### src/rtl/pmode_pkg.sv
package pmode_pkg;
  localparam int unsigned REG_W    = 8;
  localparam int unsigned B_BLKA   = 0;
  localparam int unsigned B_PORT   = 1;
  localparam int unsigned B_WDT    = 2;
  localparam int unsigned B_EXT    = 3;
  localparam int unsigned B_WAIT   = 7;

  localparam logic [REG_W-1:0] RESET_VAL   = 8'h08;
  localparam logic [REG_W-1:0] WR_MASK     = 8'h8F;
  localparam logic [REG_W-1:0] STICKY_MASK = 8'h04;
  localparam logic [REG_W-1:0] FORCE_MASK  = 8'h09;

  typedef struct packed {
    logic wait_en;
    logic area_ext;
    logic wdt_rst;
    logic port_fn;
    logic blka_en;
  } mode_t;

  typedef struct packed {
    logic ram;
    logic rom;
    logic rsvd;
    logic cs2;
    logic ext;
  } area_t;
endpackage

### src/rtl/pmode_reg.sv
module pmode_reg
  import pmode_pkg::*;
(
  input  logic             clk_i,
  input  logic             rst_ni,
  input  logic             sel_i,
  input  logic             we_i,
  input  logic [REG_W-1:0] wdata_i,
  input  logic             prot_wen_i,
  input  logic             flash_rw_i,
  output logic [REG_W-1:0] reg_q_o,
  output mode_t            mode_o,
  output logic [REG_W-1:0] rdata_o
);
  logic [REG_W-1:0] reg_q, wr_val, eff;
  logic wr;

  assign wr     = sel_i & we_i & prot_wen_i;
  // sticky bit ORs with its old value; reserved bits drop out
  assign wr_val = (wdata_i & WR_MASK) | (reg_q & STICKY_MASK);

  always_ff @(posedge clk_i or negedge rst_ni) begin
    if (!rst_ni)  reg_q <= RESET_VAL;
    else if (wr)  reg_q <= wr_val;
  end

  assign eff = reg_q | (flash_rw_i ? FORCE_MASK : '0);

  assign mode_o.wait_en  = eff[B_WAIT];
  assign mode_o.area_ext = eff[B_EXT];
  assign mode_o.wdt_rst  = eff[B_WDT];
  assign mode_o.port_fn  = eff[B_PORT];
  assign mode_o.blka_en  = eff[B_BLKA];

  assign rdata_o = (sel_i & ~we_i) ? eff : '0;
  assign reg_q_o = reg_q;
endmodule

### src/rtl/pmode_decode.sv
module pmode_decode
  import pmode_pkg::*;
#(
  parameter int unsigned ADDR_W = 20,
  parameter logic [ADDR_W-1:0] RAM_LO   = 'h00400,
  parameter logic [ADDR_W-1:0] RAM_HI   = 'h03FFF,
  parameter logic [ADDR_W-1:0] RAMX_LO  = 'h04000,
  parameter logic [ADDR_W-1:0] RAMX_HI  = 'h07FFF,
  parameter logic [ADDR_W-1:0] BLKA_LO  = 'h0F000,
  parameter logic [ADDR_W-1:0] BLKA_HI  = 'h0FFFF,
  parameter logic [ADDR_W-1:0] CS2_LO0  = 'h08000,
  parameter logic [ADDR_W-1:0] CS2_LO1  = 'h10000,
  parameter logic [ADDR_W-1:0] CS2_HI   = 'h26FFF,
  parameter logic [ADDR_W-1:0] ROMX_LO  = 'h80000,
  parameter logic [ADDR_W-1:0] ROMX_HI  = 'hCFFFF,
  parameter logic [ADDR_W-1:0] ROM_LO   = 'hD0000,
  parameter logic [ADDR_W-1:0] ROM_HI   = 'hFFFFF
) (
  input  logic [ADDR_W-1:0] addr_i,
  input  mode_t             mode_i,
  output area_t             area_o
);
  function automatic logic in_rng(input logic [ADDR_W-1:0] a,
                                  input logic [ADDR_W-1:0] lo,
                                  input logic [ADDR_W-1:0] hi);
    return (a >= lo) && (a <= hi);
  endfunction

  logic [ADDR_W-1:0] cs2_lo;
  assign cs2_lo = mode_i.blka_en ? CS2_LO1 : CS2_LO0;

  always_comb begin
    area_o = '0;
    if (in_rng(addr_i, RAM_LO, RAM_HI))
      area_o.ram = 1'b1;
    else if (in_rng(addr_i, RAMX_LO, RAMX_HI)) begin
      if (mode_i.area_ext) area_o.ram  = 1'b1;
      else                 area_o.rsvd = 1'b1;
    end
    else if (mode_i.blka_en && in_rng(addr_i, BLKA_LO, BLKA_HI))
      area_o.rom = 1'b1;
    else if (in_rng(addr_i, cs2_lo, CS2_HI))
      area_o.cs2 = 1'b1;
    else if (in_rng(addr_i, ROM_LO, ROM_HI))
      area_o.rom = 1'b1;
    else if (in_rng(addr_i, ROMX_LO, ROMX_HI)) begin
      if (mode_i.area_ext) area_o.rom  = 1'b1;
      else                 area_o.rsvd = 1'b1;
    end
    else
      area_o.ext = 1'b1;
  end
endmodule

### src/rtl/pmode_wait.sv
module pmode_wait (
  input  logic clk_i,
  input  logic rst_ni,
  input  logic req_i,
  input  logic need_wait_i,
  output logic ready_o
);
  logic pend_q;

  // a request seen while ready is low is the held one, not a new one
  always_ff @(posedge clk_i or negedge rst_ni) begin
    if (!rst_ni) pend_q <= 1'b0;
    else         pend_q <= req_i & need_wait_i & ~pend_q;
  end

  assign ready_o = ~pend_q;
endmodule

### src/rtl/pmode_ctl.sv
module pmode_ctl
  import pmode_pkg::*;
#(
  parameter int unsigned ADDR_W = 20
) (
  input  logic              clk_i,
  input  logic              rst_ni,
  input  logic              sel_i,
  input  logic              we_i,
  input  logic [7:0]        wdata_i,
  output logic [7:0]        rdata_o,
  input  logic              prot_wen_i,
  input  logic              flash_rw_i,
  input  logic              req_i,
  input  logic [ADDR_W-1:0] addr_i,
  output logic              ready_o,
  output logic              is_ram_o,
  output logic              is_rom_o,
  output logic              is_rsvd_o,
  output logic              is_cs2_o,
  output logic              is_ext_o,
  output logic              wdt_rst_o,
  output logic              port_fn_o
);
  logic [REG_W-1:0] reg_q;
  mode_t mode;
  area_t area;

  pmode_reg u_reg (
    .clk_i, .rst_ni, .sel_i, .we_i, .wdata_i, .prot_wen_i, .flash_rw_i,
    .reg_q_o(reg_q), .mode_o(mode), .rdata_o(rdata_o)
  );

  pmode_decode #(.ADDR_W(ADDR_W)) u_dec (
    .addr_i, .mode_i(mode), .area_o(area)
  );

  pmode_wait u_wait (
    .clk_i, .rst_ni, .req_i,
    .need_wait_i(mode.wait_en & (area.ram | area.rom)),
    .ready_o(ready_o)
  );

  assign is_ram_o  = area.ram;
  assign is_rom_o  = area.rom;
  assign is_rsvd_o = area.rsvd;
  assign is_cs2_o  = area.cs2;
  assign is_ext_o  = area.ext;
  assign wdt_rst_o = mode.wdt_rst;
  assign port_fn_o = mode.port_fn;
endmodule

### config.mk
export PLATFORM = sky130hd
export DESIGN_NAME = pmode_ctl
export DESIGN_NICKNAME = d
export VERILOG_FILES = /design/src/rtl/pmode_pkg.sv /design/src/rtl/pmode_reg.sv /design/src/rtl/pmode_decode.sv /design/src/rtl/pmode_wait.sv /design/src/rtl/pmode_ctl.sv
export SDC_FILE = /design/constraint.sdc
export NUM_CORES = 1
export LEC_CHECK = 0
export CAP_MARGIN = 10
export CORE_MARGIN = 2
export CORE_UTILIZATION = 30
export CTS_BUF_LIST = sky130_fd_sc_hd__clkbuf_2 sky130_fd_sc_hd__clkbuf_4 sky130_fd_sc_hd__clkbuf_8
export CTS_CLUSTER_SIZE = 14
export DETAILED_ROUTE_END_ITERATION = 12
export GPL_TIMING_DRIVEN = 0
export HOLD_SLACK_MARGIN = 0.1
export PLACE_DENSITY = 0.95
export RECOVER_POWER = 100
export SYNTH_ARGS = -nofsm -noshare
export SYNTH_HDL_FRONTEND = slang
export SYNTH_SLANG_ARGS = --single-unit
### constraint.sdc
create_clock -name clk_i -period 3.7 [get_ports clk_i]
set_input_delay 0.555 -clock clk_i [delete_from_list [all_inputs] [get_ports clk_i]]
set_output_delay 0.555 -clock clk_i [all_outputs]
set_load 0.03 [all_outputs]
==> metrics.cfg, run 1 <==
[status]
status=complete, no violations

[layout]
post-route-util=0.627
area_growth_pct=88.3
nets=124
multiInputGateArea_um2=275
nFillCells=113
regArea_um2=151
drive_gt1_frac=0.182
antenna-diode-count=0

[worst_setup_path]
crit_path_frequent_cell=dlygate4sd3_1
cpMaxStageDelayCell=dlygate4sd3_1
critPathCaptureType=primary output
critical_path_class=in -> out
path_cells=dlygate4sd3_1 -> or4_4 -> nor4_1 -> a21o_1 -> dlygate4sd3_1
path_max_fanout=5
crit_cells=5
regToRegSetupSlack_ps=2520
rr_startpoint=u_reg.reg_q_o[0]
cp-start-kind=input port
critPathBufInv=2
r2r_cells=4
cp-endpoint=is_rom_o
critPathTopFamily=buffers and inverters
worstPathArrival_ps=2880
r2r_end=u_wait.pend_q
cp.required_ps=3140
critical_path.max_stage_delay_ps=740
crit_path_start=addr_i[19]

[die]
start_util=0.333
die_area_um2=1820
die_h_um=42.7
dieWidth_um=42.7
rows=13
coreArea_um2=1350
pin_count=51

[synthesis]
async_reset_ff_frac=1.00
synthTopCellsByArea=dfrtp_1, mux2_2, dfstp_2
syn_area_per_cell_um2=9.36
yosysSeqAreaShare=0.337
netlist_instances=48
yosysMostFrequentCell=nor2_1
yosysWarnings=0
yosys.area.top_type=dfrtp_1
synth_ff_type=dfrtp_1
synth_area_um2=449
synth_edf_count=0
synth_commonest_cells=nor2_1, dfrtp_1, mux2_2
synth_top_area_frac=0.279
ys_types=26
ys_ff_latch=6

[sta]
skew_ps=9.21
post-route-period-util=0.930
min_period_ps=3440
final_max_slew_viol_count=0
report.final.hold_viol_count=0
rsz0062_at_grt=false
setup_viol=0
max_freq_mhz=291
finalSetupTns_ps=0

[cts]
post_cts_resized=0
cts_tree=done
htreeDepth=1
cts_setup_buffers=0
path_clk_slew_ps=50
ctsHoldBuffers=0
clockBufferDepth=2
cts-root-buf=clkbuf_4
numCtsBuffers=3
clock-sinks=6
clkLatencyLatePin_ps=240

[job]
drv_cap=0

[global_route]
antenna_found_initial=0
grt_remaining_overflow=0
grtUsageTotal=0.155
grt_pass1_vias=480
met2_usage=0.279
grt_pass1_wl_mm=2.13
grt_max_degree=7
use_met1=0.161
use_met3=0.0596
grt_busiest_layer=met2

[placement]
port_buffers=34
routabilityCongestion=0.664
hpwl_mm=1.08

[drt]
drc_errors=0
vias_per_cell=4.83
drtIter0Drc=2
antenna_left=0
vias=498
wl_per_cell_um=12.0
routed_wl_mm=1.24
dr.pass1.iters=2

[worst_hold_path]
min_path_type=reg -> reg

[power]
vdd_drop_max_v=0.000266
power_per_cell_area_nw_per_um2=300
p_leak_uw=0.000367

[layout make-up]
| cell class | instances | area share |
|---|---|---|
| clock buffers | 4 | 0.0355 |
| well taps | 15 | 0.0222 |
| repair buffers | 34 | 0.402 |
| multi-input cells | 39 | 0.325 |
| plain buffers | 3 | 0.0266 |
| flip-flops and latches | 6 | 0.179 |
| inverters | 2 | 0.00888 |
[registers in the layout (all words and copies together), names as in the netlist]
signal,count
u_wait.pend_q,1
u_reg.reg_q_o,5
[worst min path at each step]
stage	startpoint	endpoint	slack, ps	depth (start not counted)
2_1_floorplan	rst_ni	u_reg.reg_q_o[0]	260	0
3_3_place_gp	u_reg.reg_q_o[2]	u_reg.reg_q_o[2]	470	1
3_5_place_dp	u_reg.reg_q_o[2]	u_reg.reg_q_o[2]	480	1
4_1_cts	u_reg.reg_q_o[2]	u_reg.reg_q_o[2]	490	1
5_1_grt	u_reg.reg_q_o[2]	u_reg.reg_q_o[2]	500	1
6_report	u_reg.reg_q_o[2]	u_reg.reg_q_o[2]	480	1
[cell usage in the layout (no fill, tap or decap), drive strengths merged]
cell type	count
nor2	9
dlygate4sd3	16
o21bai	1
o21ai	1
nand2b	2
buf	3
inv	2
nor4	2
a32oi	1
a41o	1
clkdlybuf4s50	18
a21o	1
nand2	1
nand3	3
o2111a	1
clkbuf	4
mux2	4
nor2b	1
a211oi	2
dfrtp	5
and2	3
dfstp	1
or4	2
conb	3
nor3b	1
[per-stage QoR]
| stage | setup slack (ps) | instance area [µm²] | total power [µW] | std cells | hold WS [ps] |
|---|---|---|---|---|---|
| after floorplan | 881 | 457 | 135 | 50 | 259 |
| after global placement | 363 | 816 | 186 | 99 | 470 |
| after detailed placement | 350 | 816 | 188 | 99 | 481 |
| after CTS | 343 | 846 | 262 | 103 | 488 |
| after global routing | 203 | 846 | 272 | 103 | 503 |
| final | 261 | 846 | 253 | 103 | 478 |
[per-layer routing]
metal / wire length, µm / up-vias
met1: 447 / 222
met5: 0 / -
met3: 153 / 2
li1: - / 247
met4: 11 / 0
met2: 623 / 27
[power breakdown]
| part | total [µW] | switching [µW] | internal (µW) |
|---|---|---|---|
| clock network | 71.8 | 23.7 | 48.2 |
| registers | 83.2 | 6.17 | 77.1 |
| logic | 98.3 | 49.9 | 48.5 |
[cells by family (layout without fill, tap and decap cells)]
kind of cell,Yosys count,after routing,share of synthesized area
AND/OR/NAND/NOR,24,24,0.315
other,1,3,0.00835
AO/OA/AOI/OAI,8,8,0.173
buffers and inverters,5,43,0.0669
flip-flops,6,6,0.337
multiplexers,4,4,0.100
[worst reg2reg max path, cell delays in order, from the launching register on]
cell	delay, ps
dfrtp_1	370
nor2_1	70
nor4_1	340
a21o_1	150
o2111a_1	170
Note: power is estimated with default switching activity, not from simulation.
==> run 2, diff against run 1 <==
==> constraint.sdc (replaced) <==
create_clock -name clk_i -period 4.1 [get_ports clk_i]
set_input_delay 0.615 -clock clk_i [delete_from_list [all_inputs] [get_ports clk_i]]
set_output_delay 0.615 -clock clk_i [all_outputs]
set_load 0.03 [all_outputs]
==> results of run 2 <==
The final DEF is identical to that of run 1. Status: complete, no violations.
Main changes from that run: setup slack after placement 350 ps -> 630 ps; setup slack after layout 261 ps -> 541 ps; register-to-register setup slack 2520 ps -> 2920 ps; total power 253 µW -> 229 µW; worst IR drop on VDD 0.000266 V -> 0.000240 V
